**src/rtl/locality_pkg.sv**
```systemverilog
package locality_pkg;
  localparam int unsigned ACC_VALID_BIT  = 7;
  localparam int unsigned ACC_ACTIVE_BIT = 5;
  localparam int unsigned ACC_OTHER_BIT  = 2;
  localparam int unsigned ACC_REQ_BIT    = 1;

  typedef struct packed {
    logic hit;
    logic wr_req;
    logic wr_rel;
    logic rd;
  } acc_cmd_t;
endpackage

```
**src/rtl/loc_decode.sv**
```systemverilog
module loc_decode
  import locality_pkg::*;
#(
  parameter int unsigned N_LOC     = 5,
  parameter int unsigned PAGE_BITS = 12,
  localparam int unsigned LOC_W    = $clog2(N_LOC),
  localparam int unsigned ADDR_W   = PAGE_BITS + LOC_W
) (
  input  logic              req_i,
  input  logic              we_i,
  input  logic [ADDR_W-1:0] addr_i,
  input  logic [7:0]        wdata_i,
  output logic [LOC_W-1:0]  loc_o,
  output acc_cmd_t          cmd_o
);
  logic hit;
  assign loc_o = addr_i[PAGE_BITS +: LOC_W];
  assign hit   = (32'(loc_o) < N_LOC) && (addr_i[PAGE_BITS-1:0] == '0);

  always_comb begin
    cmd_o.hit    = hit;
    cmd_o.rd     = req_i && !we_i && hit;
    cmd_o.wr_req = req_i && we_i && hit && wdata_i[ACC_REQ_BIT];
    cmd_o.wr_rel = req_i && we_i && hit && wdata_i[ACC_ACTIVE_BIT];
  end
endmodule

```
**src/rtl/loc_prio.sv**
```systemverilog
module loc_prio #(
  parameter int unsigned N_LOC = 5,
  localparam int unsigned LOC_W = $clog2(N_LOC)
) (
  input  logic [N_LOC-1:0] pend_i,
  output logic             any_o,
  output logic [LOC_W-1:0] idx_o,
  output logic [N_LOC-1:0] oh_o
);
  // highest index wins: later iterations override earlier ones
  always_comb begin
    any_o = 1'b0;
    idx_o = '0;
    for (int i = 0; i < N_LOC; i++) begin
      if (pend_i[i]) begin
        any_o = 1'b1;
        idx_o = LOC_W'(i);
      end
    end
    oh_o = any_o ? (N_LOC'(1) << idx_o) : '0;
  end
endmodule

```
**src/rtl/loc_rdmux.sv**
```systemverilog
module loc_rdmux
  import locality_pkg::*;
#(
  parameter int unsigned N_LOC = 5,
  localparam int unsigned LOC_W = $clog2(N_LOC)
) (
  input  logic             rd_i,
  input  logic [LOC_W-1:0] loc_i,
  input  logic             owner_vld_i,
  input  logic [LOC_W-1:0] owner_i,
  input  logic [N_LOC-1:0] pend_i,
  output logic [7:0]       rdata_o
);
  logic [N_LOC-1:0] self_oh;
  assign self_oh = N_LOC'(1) << loc_i;

  always_comb begin
    rdata_o = '0;
    if (rd_i) begin
      rdata_o[ACC_VALID_BIT]  = 1'b1;
      rdata_o[ACC_ACTIVE_BIT] = owner_vld_i && (owner_i == loc_i);
      rdata_o[ACC_OTHER_BIT]  = |(pend_i & ~self_oh);
      rdata_o[ACC_REQ_BIT]    = |(pend_i & self_oh);
    end
  end
endmodule

```
**src/rtl/locality_arbiter.sv**
```systemverilog
module locality_arbiter
  import locality_pkg::*;
#(
  parameter int unsigned N_LOC     = 5,
  parameter int unsigned PAGE_BITS = 12,
  localparam int unsigned LOC_W    = $clog2(N_LOC),
  localparam int unsigned ADDR_W   = PAGE_BITS + LOC_W
) (
  input  logic              clk_i,
  input  logic              rst_ni,
  input  logic              bus_req_i,
  input  logic              bus_we_i,
  input  logic [ADDR_W-1:0] bus_addr_i,
  input  logic [7:0]        bus_wdata_i,
  output logic [7:0]        bus_rdata_o,
  output logic              owner_vld_o,
  output logic [LOC_W-1:0]  owner_o,
  output logic              loc_chg_o
);
  logic [LOC_W-1:0] dec_loc;
  acc_cmd_t         cmd;
  logic [N_LOC-1:0] pend_q, pend_d, set_oh;
  logic             owner_vld_q, owner_vld_d;
  logic [LOC_W-1:0] owner_q, owner_d;
  logic             chg_q, chg_d;
  logic             pr_any;
  logic [LOC_W-1:0] pr_idx;
  logic [N_LOC-1:0] pr_oh;
  logic             own_wr, do_rel, do_gnt;

  loc_decode #(.N_LOC(N_LOC), .PAGE_BITS(PAGE_BITS)) u_dec (
    .req_i(bus_req_i), .we_i(bus_we_i), .addr_i(bus_addr_i),
    .wdata_i(bus_wdata_i), .loc_o(dec_loc), .cmd_o(cmd)
  );

  // owner's own flag is never set, so the pick always excludes it
  loc_prio #(.N_LOC(N_LOC)) u_prio (
    .pend_i(pend_q), .any_o(pr_any), .idx_o(pr_idx), .oh_o(pr_oh)
  );

  loc_rdmux #(.N_LOC(N_LOC)) u_rd (
    .rd_i(cmd.rd), .loc_i(dec_loc), .owner_vld_i(owner_vld_q),
    .owner_i(owner_q), .pend_i(pend_q), .rdata_o(bus_rdata_o)
  );

  always_comb begin
    own_wr      = owner_vld_q && (dec_loc == owner_q);
    set_oh      = (cmd.wr_req && !own_wr) ? (N_LOC'(1) << dec_loc) : '0;
    do_rel      = cmd.wr_rel && own_wr;
    do_gnt      = pr_any && (do_rel || !owner_vld_q);
    owner_vld_d = owner_vld_q;
    owner_d     = owner_q;
    if (do_gnt) begin
      owner_vld_d = 1'b1;
      owner_d     = pr_idx;
    end else if (do_rel) begin
      owner_vld_d = 1'b0;
    end
    pend_d = (pend_q | set_oh) & ~(do_gnt ? pr_oh : '0);
    chg_d  = do_gnt || do_rel;
  end

  always_ff @(posedge clk_i or negedge rst_ni) begin
    if (!rst_ni) begin
      pend_q      <= '0;
      owner_vld_q <= 1'b0;
      owner_q     <= '0;
      chg_q       <= 1'b0;
    end else begin
      pend_q      <= pend_d;
      owner_vld_q <= owner_vld_d;
      owner_q     <= owner_d;
      chg_q       <= chg_d;
    end
  end

  assign owner_vld_o = owner_vld_q;
  assign owner_o     = owner_q;
  assign loc_chg_o   = chg_q;


  owner_not_pending_chk: assert property (@(posedge clk_i) disable iff (!rst_ni)
    owner_vld_q |-> !pend_q[owner_q]);


  idle_grant_chk: assert property (@(posedge clk_i) disable iff (!rst_ni)
    (!owner_vld_q && pend_q != '0) |=> owner_vld_q);


  handover_chk: assert property (@(posedge clk_i) disable iff (!rst_ni)
    (cmd.wr_rel && owner_vld_q && dec_loc == owner_q && pend_q != '0)
      |=> owner_vld_q && owner_q != $past(owner_q));


  foreign_release_chk: assert property (@(posedge clk_i) disable iff (!rst_ni)
    (cmd.wr_rel && !cmd.wr_req && owner_vld_q && dec_loc != owner_q)
      |=> owner_vld_q && $stable(owner_q) && $stable(pend_q));


  chg_pulse_chk: assert property (@(posedge clk_i) disable iff (!rst_ni)
    (owner_vld_q != $past(owner_vld_q)) |-> loc_chg_o);
endmodule

```
**config.mk**
```make
export PLATFORM = sky130hd
export DESIGN_NAME = locality_arbiter
export DESIGN_NICKNAME = d
export VERILOG_FILES = /design/src/rtl/locality_pkg.sv /design/src/rtl/loc_decode.sv /design/src/rtl/loc_prio.sv /design/src/rtl/loc_rdmux.sv /design/src/rtl/locality_arbiter.sv
export SDC_FILE = /design/constraint.sdc
export NUM_CORES = 1
export LEC_CHECK = 0
export BUFFER_PORTS_ARGS = -buffer_cell sky130_fd_sc_hd__buf_4
export CAP_MARGIN = 5
export CORE_MARGIN = 2
export CORE_UTILIZATION = 43
export DETAILED_ROUTE_END_ITERATION = 8
export PLACE_DENSITY = 0.77
export SLEW_MARGIN = 30
export SYNTH_ARGS = -nofsm -noshare
export SYNTH_HDL_FRONTEND = slang
export SYNTH_SLANG_ARGS = --single-unit
```
**constraint.sdc**
```tcl
create_clock -name clk_i -period 2.3 [get_ports clk_i]
set_input_delay 0.23 -clock clk_i [delete_from_list [all_inputs] [get_ports clk_i]]
set_output_delay 0.23 -clock clk_i [all_outputs]
set_load 0.01 [all_outputs]
```
==> results of run 1 <==
## logic make-up (layout without fill, tap and decap cells)
| kind of cell | Yosys count | after routing | synth area share (%) |
|---|---|---|---|
| AOI/OAI and AO/OA | 22 | 22 | 21.8 |
| xor gates and xnor gates | 3 | 3 | 3.52 |
| buffers and inverters | 17 | 39 | 12.4 |
| DFF | 10 | 10 | 33.5 |
| muxes | 2 | 2 | 4.35 |
| other | 1 | 4 | 0.502 |
| and+or+nand+nor | 28 | 28 | 24.0 |
## worst max-delay path by stage
stage                   start  cells past startpoint         end  slack, ns
3_3_place_gp   bus_addr_i[14]                      6  owner_o[0]       0.42
6_report           owner_o[2]                      5  owner_o[0]       0.41
2_1_floorplan      owner_o[2]                      5  owner_o[0]       0.53
4_1_cts            owner_o[2]                      5  owner_o[0]       0.40
5_1_grt            owner_o[2]                      5  owner_o[0]       0.27
3_5_place_dp    bus_addr_i[0]                      6   pend_q[2]       0.39
## metrics by stage
stage | power, mW | util, %
after detailed placement | 0.237 | 55.5
after global placement | 0.236 | 55.5
after global routing | 0.373 | 57.5
final | 0.355 | 57.5
after floorplan | 0.211 | -
after CTS | 0.360 | 57.5
## sequential cells by signal (all words and copies together), names as in the netlist
signal       count
loc_chg_o        1
owner_o          3
owner_vld_o      1
pend_q           5
## final cells by class
type	count	area, sq um	share of cell area, %
flip-flops and latches	10	250	26.1
multi-input cells	59	415	43.3
clock buffers	3	22.5	2.35
inverters	6	22.5	2.35
well taps	17	21.3	2.22
repair buffers	30	228	23.7
## layout by cell type, fill, tap and decap left out, types with 4 or more instances in the layout
cell     instances
buf_4           29
conb_1           4
dfrtp_1         10
inv_1            5
nand2_1          4
nor2_1           5
## report_power, final
group	internal [mW]	switching [mW]	leakage, nW
Clock	0.0605	0.0600	0.0138
Sequential	0.176	0.0000446	0.135
Combinational	0.0312	0.0278	0.321
Total	0.268	0.0878	0.469
## repair_timing
item,CTS,global route
hold endpoints to repair,10,0
buffers inserted,0,0
hold buffers,1,0
## per-layer routing
layer	track usage, %	vias up	part of all wire, %
met5	0	-	0
li1	-	345	-
met4	10.6	0	2.3
met2	30.4	37	49
met3	5.95	7	8.7
met1	24.4	333	39
## worst reg2reg max path, stage by stage, from the launching register on
cell     delay, ns
dfrtp_1       0.40
xor2_1        0.18
nor4_4        0.38
a31oi_2       0.26
or2_1         0.32
a22o_1        0.23
==> reports/summary.md, run 1 <==
STA
• 0.413 ns — Final Worst Setup Slack
• false — unrepaired setup endpoints after global routing
• 82.0% — period utilisation layout
• 0 ns — summed negative setup slack over all endpoints
• 1.89 ns — min Tclk post-route
• 0 — total count of hold-check failures in the final report
• 530 MHz — top achievable clock speed
• 0.243 ns — final worst hold slack
• 0 — setup-violating endpoint count in the final report
• 0 — Max Slew Vio Count
• 0.00287 ns — clock skew

Clock network
• 10 — clock net sink count
• 0.27 ns — Skew-Pair Late Insertion Delay
• 3 — number of CTS-inserted buffers
• 0.06 ns — CTS clk-pin slew, worst paths
• 0 — number of instances resized during post-cts repair
• 2 — number of buffers between clock root and the deepest sink
• clkbuf_4 — clock root buffer
• 1 — CTS H-tree depth
• yes — clock tree from TritonCTS

Logic synthesis
• 0 — Synth Warn #
• 100% — Async S/R FF share, synth
• 39 — number of distinct library cell variants in the gate-level netlist after synthesis
• 9.00 sq um — per-instance average area after synthesis
• dfrtp_1 — most frequent cell after synthesis
• 747 sq um — cell area after synthesis
• 10 — Synth Register Bits
• 0 — Post-synth EDFFs
• 33.5% — portion of synthesized cell area occupied by the leading cell type
• dfrtp_1 — ys flop type
• dfrtp_1 — cell taking the most area after synthesis
• dfrtp_1, buf_4, inv_1, nor2_1, nand2_1 — list of most frequent post-synthesis cells
• 33.5% — fraction of the yosys area taken by sequential cells
• 83 — post-synthesis cell count
• dfrtp_1, buf_4, a22o_1, o41ai_1, xor2_1 — cell types occupying the most area after synthesis

Power
• 0.469 nW — Leakage
• 0.000210 V — maximum resistive drop on vdd
• 370 nW/um^2 — pwr dens

Detailed routing
• 4 — router iterations before antenna repair
• 722 — via count
• 13.7 microns — Avg WL per Cell
• 1710 microns — routed wire length
• 0 — final routed DRC violation total
• 0 — number of routed nets with antenna violations
• 22 — number of DRC markers in iteration 0
• 5.78 — via count normalized by instance count

Global route
• 0 — Remaining Overflow, GRT
• 0 — initial antenna violation count
• 2880 microns — global-route wire length before repair
• 19.7% — overall fraction of global-route tracks in use
• 13 — maximum number of pins on one net before global-route repair
• 684 — vias in the first global route

Worst setup path
• 2.04 ns — arrival time at the worst endpoint
• xor2_1 -> nor4_4 -> a31oi_2 -> or2_1 -> a22o_1 — cell-by-cell listing of the critical path
• simple AND/OR/NAND/NOR gates — family with the most delay on the worst path
• 0.41 ns — slack of the worst reg-to-reg path
• flop to flop — critical path class
• owner_o[0] — worst r2r dst
• owner_o[2] — worst reg2reg startpoint
• 0.40 ns — CP peak stage delay
• 8 — peak fanout along the critical path
• dfrtp_1 — cell with the largest stage delay on the worst path
• 0 — Critical path buffers and inverters
• flop — endpoint class of the critical path
• 5 — worst-case reg-to-reg path depth
• 2.46 ns — CP Data Required Time
• flop — launching element type of the critical path

Finish
• 167 — Filler Cell Count
• 125 — final cell count without fillers
• 137 — count of nets after finishing
• 0 — antenna fix cells
• 960 sq um — Post-Layout Inst Area
• 28.5% — layout overhead on the synthesized area
• 36.1% — layout cell share with drive strength beyond 1

Placement
• 29 — count of buffers from port buffering
• 0.388 ns — DP Worst Slack
• 121 — placed cell count
• 1310 microns — placed wire-length estimate after detailed placement
• 0.747 — routability congestion estimate from global placement
• 927 sq um — placed inst area

Die
• 40 — number of ports placed on the die boundary
• 45.7 microns — horizontal die dimension
• 2090 sq um — die outline area
• 15 — total number of placement rows
• 44.7% — starting utilization of the core area
• 1670 sq um — area of the core
• 45.7 microns — y dimension of the die

Min path
• 2 — worst hold path cell count
• pend_q[0] — hold endpoint
• input port to flop — path class of the lowest-slack min-delay path
• bus_addr_i[13] — source of the worst hold timing path

Status
• completed — status

Job
• 0 — number of maximum-capacitance constraint violations

Note: power is estimated with default switching activity, not from simulation.
==> inputs of run 2 (changes only) <==
--- a/config.mk
+++ b/config.mk
@@ -7,10 +7,11 @@
 export LEC_CHECK = 0
 export BUFFER_PORTS_ARGS = -buffer_cell sky130_fd_sc_hd__buf_4
 export CAP_MARGIN = 5
+export CORE_ASPECT_RATIO = 0.7
 export CORE_MARGIN = 2
-export CORE_UTILIZATION = 43
+export CORE_UTILIZATION = 39
 export DETAILED_ROUTE_END_ITERATION = 8
-export PLACE_DENSITY = 0.77
+export PLACE_DENSITY = 0.74
 export SLEW_MARGIN = 30
 export SYNTH_ARGS = -nofsm -noshare
 export SYNTH_HDL_FRONTEND = slang
==> constraint.sdc (replaced) <==
create_clock -name clk_i -period 1.6 [get_ports clk_i]
set_input_delay 0.16 -clock clk_i [delete_from_list [all_inputs] [get_ports clk_i]]
set_output_delay 0.16 -clock clk_i [all_outputs]
set_load 0.01 [all_outputs]
==> reports/summary.md, run 2 (synthesized netlist as in run 1, its figures left out) <==
Finish
• 0 — antenna fix cells
• buf_4 — most frequent standard cell in the layout excluding fill and tap cells
• 5 — number of flip-flops under the largest register name
• 61.9% — layout cell share with drive strength beyond 1
• pend_q — Reg with most FFs
• 145 — Filler Cell Count
• buf_4, dfrtp_1, inv_1 — most frequent cells in the layout
• 70.4% — layout overhead on the synthesized area
• 162 — count of nets after finishing

STA
• 1.77 ns — min Tclk post-route
• -1.23 ns — summed negative setup slack over all endpoints
• 0 — total count of hold-check failures in the final report
• 0 — Max Slew Vio Count
• true — unrepaired setup endpoints after global routing
• 11 — setup-violating endpoint count in the final report
• -0.169 ns — Final Worst Setup Slack
• 111% — period utilisation layout
• 565 MHz — top achievable clock speed
• 0.00739 ns — clock skew

Global route
• 0 — Remaining Overflow, GRT
• 11 — maximum number of pins on one net before global-route repair
• 20.2% — overall fraction of global-route tracks in use
• 0 — initial antenna violation count
• 3380 microns — global-route wire length before repair
• 782 — vias in the first global route

Worst setup path
• 1.74 ns — CP Data Required Time
• flop to flop — critical path class
• flop — endpoint class of the critical path
• 1.91 ns — arrival time at the worst endpoint
• 4 — peak fanout along the critical path
• flop — launching element type of the critical path

Clock network
• 3 — number of CTS-inserted buffers
• 1 — CTS H-tree depth
• clkbuf_4 — clock root buffer
• 0.27 ns — Skew-Pair Late Insertion Delay
• 0.07 ns — CTS clk-pin slew, worst paths
• yes — clock tree from TritonCTS
• 10 — clock net sink count
• 2 — number of buffers between clock root and the deepest sink

Detailed routing
• 4 — router iterations before antenna repair
• met4 — uppermost signal routing layer after detailed routing
• 1060 microns — Met2 Routed Length
• 55 — number of DRC markers in iteration 0
• 5.51 — via count normalized by instance count
• 931 microns — Met1 Wirelength
• 0 — number of routed nets with antenna violations
• 860 — via count
• 220 microns — met3 WL
• 14.6 microns — Avg WL per Cell
• 0 — final routed DRC violation total
• 2270 microns — routed wire length

Status
• finished, violations left — status
• negative setup slack — violations in the final reports

Power
• 0.000575 V — maximum resistive drop on vdd
• 455 nW/um^2 — pwr dens
• 0.613 nW — Leakage

Die
• 40.6% — starting utilization of the core area
• 1840 sq um — area of the core
• 2290 sq um — die outline area
• 13 — total number of placement rows
• 40 — number of ports placed on the die boundary
• 40.6 microns — y dimension of the die
• 56.3 microns — horizontal die dimension

Placement
• 1500 microns — placed wire-length estimate after detailed placement
• -0.229 ns — DP Worst Slack
• 0.803 — routability congestion estimate from global placement
• 29 — count of buffers from port buffering

Job
• 0 — number of maximum-capacitance constraint violations

Min path
• input port to flop — path class of the lowest-slack min-delay path

[run 2: layout make-up]
| cell class | count | area (sq um) | share of cell area [%] |
|---|---|---|---|
| multi-input combinational | 59 | 512 | 40.2 |
| tap | 22 | 27.5 | 2.16 |
| timing repair buffer | 55 | 419 | 32.9 |
| sequential | 10 | 255 | 20.1 |
| clock buffer | 4 | 36.3 | 2.85 |
| inverter | 6 | 22.5 | 1.77 |
[run 2: metal layers]
layer,vias up,global-route usage [%]
met5,-,0
met4,0,4.76
li1,395,-
met2,51,35.0
met1,408,25.3
met3,6,6.62
[run 2: repair_timing]
| action | CTS | global route |
|---|---|---|
| hold buffers | 1 | 0 |
| endpoints found under the setup margin | 10 | 14 |
| resized for setup | 7 | 15 |
| endpoints found under the hold margin | 10 | 0 |
| setup buffers | 9 | 1 |
| pin swaps | 2 | 7 |
[run 2: worst paths after layout]
| kind | startpoint | endpoint | slack, ns | cells past startpoint |
|---|---|---|---|---|
| max in group asynchronous | rst_ni | pend_q[4] | 1.19 | 2 |
| setup / recovery | owner_o[1] | pend_q[2] | -0.17 | 6 |
| min in group asynchronous | rst_ni | pend_q[2] | 0.25 | 2 |
| setup reg to reg | owner_o[1] | pend_q[2] | -0.17 | 6 |
| hold / removal | bus_addr_i[12] | pend_q[0] | 0.17 | 2 |
| hold reg to reg | owner_vld_o | loc_chg_o | 0.58 | 2 |
[run 2: metrics by stage]
stage | hold WS [ns] | instances | utilization, % | instance area, sq um | total power, mW
4_1_cts | 0.137 | 155 | 64.7 | 1190 | 0.580
2_1_floorplan | -0.136 | 86 | - | 767 | 0.304
5_1_grt | 0.152 | 156 | 69.2 | 1270 | 0.608
3_5_place_dp | -0.00679 | 141 | 57.4 | 1050 | 0.350
3_3_place_gp | -0.00627 | 141 | 57.4 | 1050 | 0.349
6_report | 0.167 | 156 | 69.2 | 1270 | 0.579
[run 2: where the power goes]
group	total [mW]	internal [mW]	leakage (nW)	switching [mW]
Sequential	0.253	0.253	0.128	0.0000378
Clock	0.225	0.138	0.0210	0.0869
Combinational	0.101	0.0557	0.464	0.0456
[run 2: worst max-delay path: stages, from the launching register on]
cell and delay, ns:
dfrtp_1 0.42, xor2_2 0.18, nor4_4 0.38, a31oi_4 0.16, buf_4 0.19, o31ai_4 0.19
o41ai_2 0.12
==> inputs of run 3 (changes only) <==
--- a/config.mk
+++ b/config.mk
@@ -6,11 +6,12 @@
 export NUM_CORES = 1
 export LEC_CHECK = 0
 export BUFFER_PORTS_ARGS = -buffer_cell sky130_fd_sc_hd__buf_4
-export CAP_MARGIN = 5
+export CAP_MARGIN = 20
 export CORE_ASPECT_RATIO = 0.7
 export CORE_MARGIN = 2
 export CORE_UTILIZATION = 39
 export DETAILED_ROUTE_END_ITERATION = 8
+export MAX_ROUTING_LAYER = met4
 export PLACE_DENSITY = 0.74
 export SLEW_MARGIN = 30
 export SYNTH_ARGS = -nofsm -noshare
==> reports/summary.md, run 3 (synthesized netlist as in run 1, its figures left out) <==
Status
• finished, violations left — status
• negative setup slack — violations in the final reports

Finish
• 156 — final cell count without fillers
• pend_q — Reg with most FFs
• 61.9% — layout cell share with drive strength beyond 1
• buf_4, dfrtp_1, inv_1 — most frequent cells in the layout
• 70.4% — layout overhead on the synthesized area
• 0 — antenna fix cells
• 162 — count of nets after finishing
• buf_4 — most frequent standard cell in the layout excluding fill and tap cells
• 1270 sq um — Post-Layout Inst Area
• 5 — number of flip-flops under the largest register name

Power
• 22.9% — net switching share of the total power
• 38.9% — clock network fraction of total power
• 17.5% — fraction of power consumed by combinational cells
• 0.446 mW — Pint
• 455 nW/um^2 — pwr dens
• 43.6% — share of power burned in registers
• 0.133 mW — net switching power of the design
• 0.000575 V — maximum resistive drop on vdd
• 0.613 nW — Leakage

STA
• 565 MHz — top achievable clock speed
• -0.169 ns — Final Worst Setup Slack
• 11 — setup-violating endpoint count in the final report
• 1.77 ns — min Tclk post-route
• 0.00739 ns — clock skew
• 0 — total count of hold-check failures in the final report
• 0 — Max Slew Vio Count
• 111% — period utilisation layout
• true — unrepaired setup endpoints after global routing
• -1.23 ns — summed negative setup slack over all endpoints

Placement
• 29 — count of buffers from port buffering
• 0.814 — routability congestion estimate from global placement
• 1050 sq um — placed inst area
• 141 — placed cell count
• 1500 microns — placed wire-length estimate after detailed placement

Detailed routing
• 0 — final routed DRC violation total
• 4 — router iterations before antenna repair
• 14.6 microns — Avg WL per Cell
• 57 — number of DRC markers in iteration 0
• 859 — via count
• 0 — number of routed nets with antenna violations
• 5.51 — via count normalized by instance count
• 2270 microns — routed wire length

Worst setup path
• 6 — worst-case reg-to-reg path depth
• 1.91 ns — arrival time at the worst endpoint
• flop — launching element type of the critical path
• flop to flop — critical path class
• dfrtp_1 — cell with the largest stage delay on the worst path
• -0.17 ns — slack of the worst reg-to-reg path
• pend_q[2] — worst r2r dst
• pend_q[2] — Critical path destination
• 0.42 ns — CP peak stage delay
• owner_o[1] — startpoint of the worst setup timing path
• 4 — peak fanout along the critical path
• xor2_2 -> nor4_4 -> a31oi_4 -> buf_4 -> o31ai_4 -> o41ai_2 — cell-by-cell listing of the critical path
• flop — endpoint class of the critical path
• owner_o[1] — worst reg2reg startpoint
• 1.74 ns — CP Data Required Time

Clock network
• yes — clock tree from TritonCTS
• 0.07 ns — CTS clk-pin slew, worst paths
• 1 — CTS H-tree depth
• 2 — number of buffers between clock root and the deepest sink
• clkbuf_4 — clock root buffer
• 0.27 ns — Skew-Pair Late Insertion Delay
• 10 — clock net sink count
• 3 — number of CTS-inserted buffers

Die
• 40.6% — starting utilization of the core area
• 40.6 microns — y dimension of the die
• 13 — total number of placement rows
• 40 — number of ports placed on the die boundary
• 2290 sq um — die outline area
• 56.3 microns — horizontal die dimension
• 1840 sq um — area of the core

Global route
• 35.0% — met2 track utilization from global routing
• 0 — initial antenna violation count
• 11 — maximum number of pins on one net before global-route repair
• 20.8% — overall fraction of global-route tracks in use
• 3380 microns — global-route wire length before repair
• 25.7% — met1 Usage GRT
• 0 — Remaining Overflow, GRT
• 782 — vias in the first global route
• met2 — layer with the highest usage after global routing
• 5.99% — global routing met3 resource utilization

Job
• 0 — number of maximum-capacitance constraint violations

Min path
• input port to flop — path class of the lowest-slack min-delay path

run 3: cell counts in the layout (fill, tap and decap cells not counted):
No cell type changed its count.
run 3: area by class of cell:
class                   count  area [sq um]
clock buffers               4          36.3
fillers                   145           566
inverters                   6          22.5
multi-input cells          59           512
flip-flops and latches     10           255
well taps                  22          27.5
repair buffers             55           419
run 3: power by group through the flow:
stage          Sequential, mW  Clock [mW]  Combinational (mW)
2_1_floorplan           0.258           0              0.0463
3_3_place_gp            0.258           0              0.0910
3_5_place_dp            0.258           0              0.0922
4_1_cts                 0.253       0.231              0.0965
5_1_grt                 0.253       0.244               0.111
6_report                0.253       0.225               0.101
run 3: worst min-delay path by stage:
stage / from / to / slack, ns / cells past startpoint
final: bus_addr_i[12] / pend_q[0] / 0.17 / 2
after global routing: bus_addr_i[12] / pend_q[2] / 0.15 / 2
after CTS: bus_addr_i[12] / pend_q[2] / 0.14 / 2
after detailed placement: rst_ni / pend_q[1] / -0.007 / 1
after global placement: rst_ni / pend_q[1] / -0.006 / 1
after floorplan: rst_ni / loc_chg_o / -0.14 / 0
run 3: routing by layer:
metal  up-vias  wire (microns)
met2        51            1060
met4         0              55
met5         -               0
met1       406             933
met3         6             218
li1        396               -
run 3: what timing repair did:
action                                  in CTS  in global routing
buffers inserted                             9                  1
gates resized for setup                      7                 15
hold endpoints to repair                    10                  0
pin swaps                                    2                  7
endpoints found under the setup margin      10                 14
hold buffers                                 1                  0
run 3: stage by stage:
stage               setup slack [ns]  total power, mW  hold WS, ns  util (%)
detailed placement            -0.229            0.350     -0.00679      57.4
CTS                           -0.148            0.580        0.137      64.7
finish                        -0.169            0.579        0.167      69.2
floorplan                     -0.130            0.304       -0.136         -
global placement              -0.160            0.349     -0.00627      57.4
global route                  -0.262            0.608        0.152      69.2
run 3: worst max-delay path: cells and delay by family (launching register included):
kind / cells / cell delay [ns]
simple gates: 1 / 0.38
buf+inv: 1 / 0.19
xor+xnor: 1 / 0.18
compound gates: 3 / 0.47
flops: 1 / 0.42
